[config.mk]
export PLATFORM = sky130hd
export DESIGN_NAME = frt_throttle
export DESIGN_NICKNAME = d
export VERILOG_FILES = /design/src/rtl/frt_pkg.sv /design/src/rtl/frt_rate_bank.sv /design/src/rtl/frt_lane.sv /design/src/rtl/frt_throttle.sv
export SDC_FILE = /design/constraint.sdc
export NUM_CORES = 1
export LEC_CHECK = 0
export BUFFER_PORTS_ARGS = -buffer_cell sky130_fd_sc_hd__buf_2
export CAP_MARGIN = 20
export CORE_ASPECT_RATIO = 1.4
export CORE_MARGIN = 2
export CORE_UTILIZATION = 35
export CTS_CLUSTER_SIZE = 20
export DETAILED_ROUTE_END_ITERATION = 8
export SLEW_MARGIN = 0
export SYNTH_ARGS = -nofsm -noshare
export SYNTH_HDL_FRONTEND = slang
export SYNTH_SLANG_ARGS = --single-unit
export TNS_END_PERCENT = 5
[constraint.sdc]
create_clock -name clk -period 4.5 [get_ports clk]
set_input_delay 0.9 -clock clk [delete_from_list [all_inputs] [get_ports clk]]
set_output_delay 0.9 -clock clk [all_outputs]
set_load 0.005 [all_outputs]
[src/rtl/frt_pkg.sv]
package frt_pkg;
  parameter int DEF_STREAMS = 4;
  parameter int DEF_INT_W   = 7;
  parameter int DEF_FRAC_W  = 25;
  parameter int DEF_CAP     = 64;

  // width needed to hold values 0..v
  function automatic int width_for(input int v);
    return (v < 2) ? 1 : $clog2(v + 1);
  endfunction
endpackage

[src/rtl/frt_rate_bank.sv]
module frt_rate_bank #(
  parameter int NS     = 4,
  parameter int INT_W  = 7,
  parameter int FRAC_W = 25,
  parameter int SEL_W  = 2
) (
  input  logic                  clk,
  input  logic                  rst,
  input  logic                  wr_en,
  input  logic [SEL_W-1:0]      wr_sel,
  input  logic [INT_W-1:0]      wr_int,
  input  logic [FRAC_W-1:0]     wr_frac,
  input  logic                  pkt_start,
  output logic [NS*INT_W-1:0]   stage_x,
  output logic [NS*FRAC_W-1:0]  stage_y,
  output logic [NS-1:0]         apply,
  output logic                  pend_any
);
  logic [NS-1:0] pend_q;

  for (genvar i = 0; i < NS; i++) begin : g_stage
    logic             hit;
    logic [INT_W-1:0] x_q;
    logic [FRAC_W-1:0] y_q;

    assign hit = wr_en && (wr_sel == SEL_W'(i));

    always_ff @(posedge clk) begin
      if (rst) begin
        x_q       <= '0;
        y_q       <= '0;
        pend_q[i] <= 1'b0;
      end else begin
        if (hit) begin
          x_q <= wr_int;
          y_q <= wr_frac;
        end
        // a write in a boundary cycle stays pending for the next boundary
        if (hit)
          pend_q[i] <= 1'b1;
        else if (pkt_start)
          pend_q[i] <= 1'b0;
      end
    end

    assign stage_x[i*INT_W +: INT_W]   = x_q;
    assign stage_y[i*FRAC_W +: FRAC_W] = y_q;
    assign apply[i]                    = pend_q[i] & pkt_start;
  end

  assign pend_any = |pend_q;
endmodule

[src/rtl/frt_lane.sv]
module frt_lane #(
  parameter int INT_W  = 7,
  parameter int FRAC_W = 25,
  parameter int CAP    = 64,
  parameter int BUD_W  = 7
) (
  input  logic              clk,
  input  logic              rst,
  input  logic              pkt_start,
  input  logic              apply,
  input  logic [INT_W-1:0]  new_x,
  input  logic [FRAC_W-1:0] new_y,
  output logic [BUD_W-1:0]  budget
);
  localparam int RAW_W = INT_W + 1;

  logic [INT_W-1:0]  act_x;
  logic [FRAC_W-1:0] act_y;
  logic [FRAC_W-1:0] acc;
  logic [FRAC_W:0]   sum;
  logic [FRAC_W-1:0] acc_nxt;
  logic [RAW_W-1:0]  raw;
  logic [31:0]       raw32;
  logic [BUD_W-1:0]  capped;

  always_comb begin
    sum = {1'b0, acc} + {1'b0, act_y};
    if (apply) begin
      // accumulator restarts from zero, then adds the new fraction once
      acc_nxt = new_y;
      raw     = {1'b0, new_x};
    end else begin
      acc_nxt = sum[FRAC_W-1:0];
      raw     = {1'b0, act_x} + RAW_W'(sum[FRAC_W]);
    end
    raw32  = 32'(raw);
    capped = (raw32 > 32'(CAP)) ? BUD_W'(CAP) : BUD_W'(raw);
  end

  always_ff @(posedge clk) begin
    if (rst) begin
      act_x  <= '0;
      act_y  <= '0;
      acc    <= '0;
      budget <= '0;
    end else if (pkt_start) begin
      acc    <= acc_nxt;
      budget <= capped;
      if (apply) begin
        act_x <= new_x;
        act_y <= new_y;
      end
    end else begin
      budget <= '0;
    end
  end
endmodule

[src/rtl/frt_throttle.sv]
module frt_throttle #(
  parameter int NS         = frt_pkg::DEF_STREAMS,
  parameter int INT_W      = frt_pkg::DEF_INT_W,
  parameter int FRAC_W     = frt_pkg::DEF_FRAC_W,
  parameter int BUDGET_CAP = frt_pkg::DEF_CAP,
  parameter int SEL_W      = frt_pkg::width_for(NS - 1),
  parameter int BUD_W      = frt_pkg::width_for(BUDGET_CAP)
) (
  input  logic                 clk,
  input  logic                 rst,
  input  logic                 wr_en,
  input  logic [SEL_W-1:0]     wr_sel,
  input  logic [INT_W-1:0]     wr_int,
  input  logic [FRAC_W-1:0]    wr_frac,
  input  logic                 pkt_start,
  output logic [NS*BUD_W-1:0]  budget,
  output logic                 budget_vld,
  output logic                 upd_pending
);
  logic [NS*INT_W-1:0]  stage_x;
  logic [NS*FRAC_W-1:0] stage_y;
  logic [NS-1:0]        apply;

  frt_rate_bank #(
    .NS(NS), .INT_W(INT_W), .FRAC_W(FRAC_W), .SEL_W(SEL_W)
  ) u_bank (
    .clk(clk), .rst(rst),
    .wr_en(wr_en), .wr_sel(wr_sel), .wr_int(wr_int), .wr_frac(wr_frac),
    .pkt_start(pkt_start),
    .stage_x(stage_x), .stage_y(stage_y), .apply(apply),
    .pend_any(upd_pending)
  );

  for (genvar i = 0; i < NS; i++) begin : g_lane
    frt_lane #(
      .INT_W(INT_W), .FRAC_W(FRAC_W), .CAP(BUDGET_CAP), .BUD_W(BUD_W)
    ) u_lane (
      .clk(clk), .rst(rst),
      .pkt_start(pkt_start),
      .apply(apply[i]),
      .new_x(stage_x[i*INT_W +: INT_W]),
      .new_y(stage_y[i*FRAC_W +: FRAC_W]),
      .budget(budget[i*BUD_W +: BUD_W])
    );
  end

  always_ff @(posedge clk) begin
    if (rst) budget_vld <= 1'b0;
    else     budget_vld <= pkt_start;
  end
endmodule

==> impl_metrics.csv <==
group,metric,value,unit
yosys,syn_area_per_cell,7.746,sq um
cells_and_area,layout.nets,2664,
sta,tightest_slew,0.8212,ns
drt,first_iter_violations,1009,
clocking,cts_setup_buffers,0,
yosys,synthCells,2530,
sta,slew_violations,0,
clocking,cts_max_path_buffers,3,
floorplanning,core_area,0.05539,sq mm
floorplanning,rows,102,
cells_and_area,n_antenna_cell,0,
run_status,status,"completed",
drt,dr.pass1.iters,5,
cells_and_area,fillers,5699,
placed_design,dp_hpwl,39.79,mm
yosys,ys_types,72,
yosys,synth_seq_area_share,0.3974,
floorplanning,die_h,284.0,um
yosys,synth_area_leaders,"dfxtp_1 (40%), nand2_1 (12%), a21oi_1 (9.4%), ha_1 (6.9%), nor2_1 (2.9%)",
grt,overflow,0,
sta,tns,0,ns
sta,worst_slack,0.3395,ns
pwr,p_leak,8.336,nW
sta,setup_violations,0,
yosys,syn-cell-area,0.01960,sq mm
yosys,synth_top_area_cell,"dfxtp_1",
yosys,yosysTopAreaCellShare,0.3974,
yosys,async_flop_share,0,
grt,antenna_found_initial,0,
clocking,cts_buffers,40,
worst_setup_path,arrival,4.61,ns
clocking,clk_pin_slew,0.06,ns
clocking,ctsResizeCount,0,
yosys,ys_ff_latch,389,
drt,avgViaCountPerCell,5.400,
yosys,yosys_warnings,0,
worst_setup_path,start_kind,"flop",
pwr,vdd_drop_max,0.2238,mV
clocking,cts_sinks,389,
pwr,p_per_area,343.2,mW/mm^2
placed_design,port_buffers,67,
sta,period_needed,4.160,ns
clocking,cts_max_level,2,
floorplanning,start_util,0.3538,
sta,finClkSkew,0.02252,ns
cells_and_area,fin_area,0.02187,sq mm
grt,grt_first_pass_wirelength,92.89,mm
clocking,holdBufCountCts,0,
cells_and_area,syn2layout_area_growth,11.60,%
drt,avgRoutedWirePerCell,17.78,um
sta,timing_hold_violations_final,0,
grt,grt_pass1_vias,17420,
floorplanning,io_pins,68,
drt,detail-route-antenna-nets,0,
sta,rsz0062_at_grt,"false",
worst_setup_path,worstSetupEndpointType,"flop",
clocking,clock_latency,0.55,ns
worst_hold_path,hold_class,"flop to flop",
drt,drc,0,
worst_setup_path,cpMostUsedCell,"ha_1",
sta,slew_headroom,0.4525,
worst_setup_path,cp_max_fo,6,
worst_setup_path,critical_path_class,"flop to flop",
floorplanning,die-area,0.05793,sq mm
placed_design,place_area,0.02053,sq mm
grt,grt_max_degree,160,
worst_setup_path,path_cells,"ha_1 -> a21o_1 -> a22o_1 -> a31o_1 -> a221o_1 -> a31oi_2 -> nor2_1 -> a2111oi_1 -> o21bai_1 -> ha_1 -> ha_1 -> nand3_1 -> xnor2_1 -> nor2_1 -> nand4_1 -> a21boi_0 -> o211ai_1 -> a211oi_1",
worst_setup_path,path_delay_family,"compound AO/OA/AOI/OAI gates",
run,max_cap_violations,0,
drt,totalWireLength,58.08,mm
sta,fin_crit_sh,0.9245,
sta,max_freq,240.4,MHz
floorplanning,die_w,204.0,um
cells_and_area,drive_above_1_share,0.07210,
placed_design,pre_cts_slack,0.3633,ns
grt,grt_usage,0.1989,
worst_setup_path,path_buf_inv,0,
clocking,cts_root_buf,"clkbuf_16",
worst_setup_path,critPathMaxStageDelay,0.36,ns
yosys,synth_fp_nets,2680,
yosys,synth-edff-count,0,
drt,num_vias,17640,
worst_setup_path,worst_path_max_delay_cell,"a2111oi_1",
clocking,cts_tree,"done",
yosys,synth_flop_cell,"dfxtp_1",
placed_design,place.gp.congestion,0.8660,
worst_setup_path,cp.required,4.95,ns
cell families after synthesis:
kind of cell,count (synthesis),share of synthesized area
and+or+nand+nor,967,0.2060
muxes,24,0.01226
DFF,389,0.3974
adders and majority gates,112,0.07304
xor gates and xnor gates,94,0.04201
AOI/OAI and AO/OA,749,0.2318
buffers and inverters,195,0.03748
state kept, by name, summed over array words and instances (netlist names):
register / cells
g_lane.u_lane.budget: 28
u_bank.g_stage.x_q: 28
g_lane.u_lane.act_y: 100
u_bank.pend_q: 4
u_bank.g_stage.y_q: 100
g_lane.u_lane.acc: 100
g_lane.u_lane.act_x: 28
budget_vld: 1
layer usage:
| layer | up-vias | part of all wire | global-route usage |
|---|---|---|---|
| met4 | 0 | 0.044 | 0.08877 |
| met3 | 110 | 0.035 | 0.02044 |
| li1 | 8773 | - | - |
| met5 | - | 0 | 0 |
| met2 | 361 | 0.50 | 0.3578 |
| met1 | 8393 | 0.42 | 0.2363 |
per-stage QoR:
stage | utilization | hold slack (ns) | std cells | power (W)
6_report | 0.3948 | 0.4583 | 3266 | 0.007505
4_1_cts | 0.3948 | 0.4591 | 3266 | 0.007585
3_5_place_dp | 0.3707 | 0.4510 | 3200 | 0.004159
5_1_grt | 0.3948 | 0.4790 | 3266 | 0.007773
3_3_place_gp | 0.3707 | 0.4385 | 3200 | 0.004147
2_1_floorplan | - | 0.4321 | 2530 | 0.003959
tightest hold or removal path: stages, from the launching register on:
cell	delay, ns
dfxtp_1	0.31
nand2_1	0.05
a21oi_1	0.05
report_power, final:
group / total [W] / switching (W) / internal [W]
clock: 0.00342 / 0.00141 / 0.00201
combinational: 0.000507 / 0.000359 / 0.000148
sequential: 0.00358 / 0.0000546 / 0.00352
total: 0.00751 / 0.00182 / 0.00568
synthesized netlist by cell type, types with 6 or more instances:
library cell  instances
nand2_1             636
dfxtp_1             389
a21oi_1             370
nor2_1              154
clkbuf_1            139
ha_1                108
o21ai_0              89
xnor2_1              51
a21o_1               45
xor2_1               43
a211oi_1             40
inv_1                40
nand3_1              34
a22oi_1              30
o22ai_1              30
nor3_1               28
mux2i_1              24
o211ai_1             23
nor2b_1              18
and3_1               17
nand2b_1             14
nand4_1              14
o21a_1               14
a311oi_1             13
a31oi_1              13
buf_1                13
a21boi_0             11
nor4_1                9
o21bai_1              9
or2_2                 9
a211o_1               7
and2_1                7
nand3b_1              6
nor3b_1               6
o221ai_1              6
final cells by class:
cell class	count	area, sq um	area share
Timing Repair Buffer	96	590.6	0.02701
Clock buffer	55	1189	0.05435
Inverter	41	153.9	0.007037
Clock inverter	11	145.1	0.006637
Tap cell	728	910.9	0.04165
Sequential cell	389	7787	0.3561
Multi-Input combinational cell	1946	11090	0.5072
worst paths after layout:
kind	startpoint	end	slack [ns]	cells after the start
worst min-delay path	u_bank.g_stage[0].x_q[5]	u_bank.g_stage[0].x_q[5]	0.46	2
worst min register to register	u_bank.g_stage[0].x_q[5]	u_bank.g_stage[0].x_q[5]	0.46	2
worst max register to register	g_lane[0].u_lane.acc[16]	g_lane[0].u_lane.budget[3]	0.34	18
worst max-delay path	g_lane[0].u_lane.acc[16]	g_lane[0].u_lane.budget[3]	0.34	18
cell usage in the layout (no fill, tap or decap), types with 11 or more instances in the layout:
cell type and n:
clkbuf_8 11, and3_1 17, xor2_1 43, nor2_1 151
nor2b_1 18, inv_1 40, nand3_1 34, a311oi_1 13
a22oi_1 30, xnor2_1 51, o21ai_0 89, o211ai_1 23
o21a_1 14, a21boi_0 11, a31oi_1 13, nand2b_1 14
a21oi_1 370, nand4_1 14, clkbuf_16 41, nor3_1 28
o22ai_1 30, buf_2 65, ha_1 108, a211oi_1 40
a21o_1 45, mux2i_1 24, dfxtp_1 389, nand2_1 636
buf_4 28
Note: power is estimated with default switching activity, not from simulation.
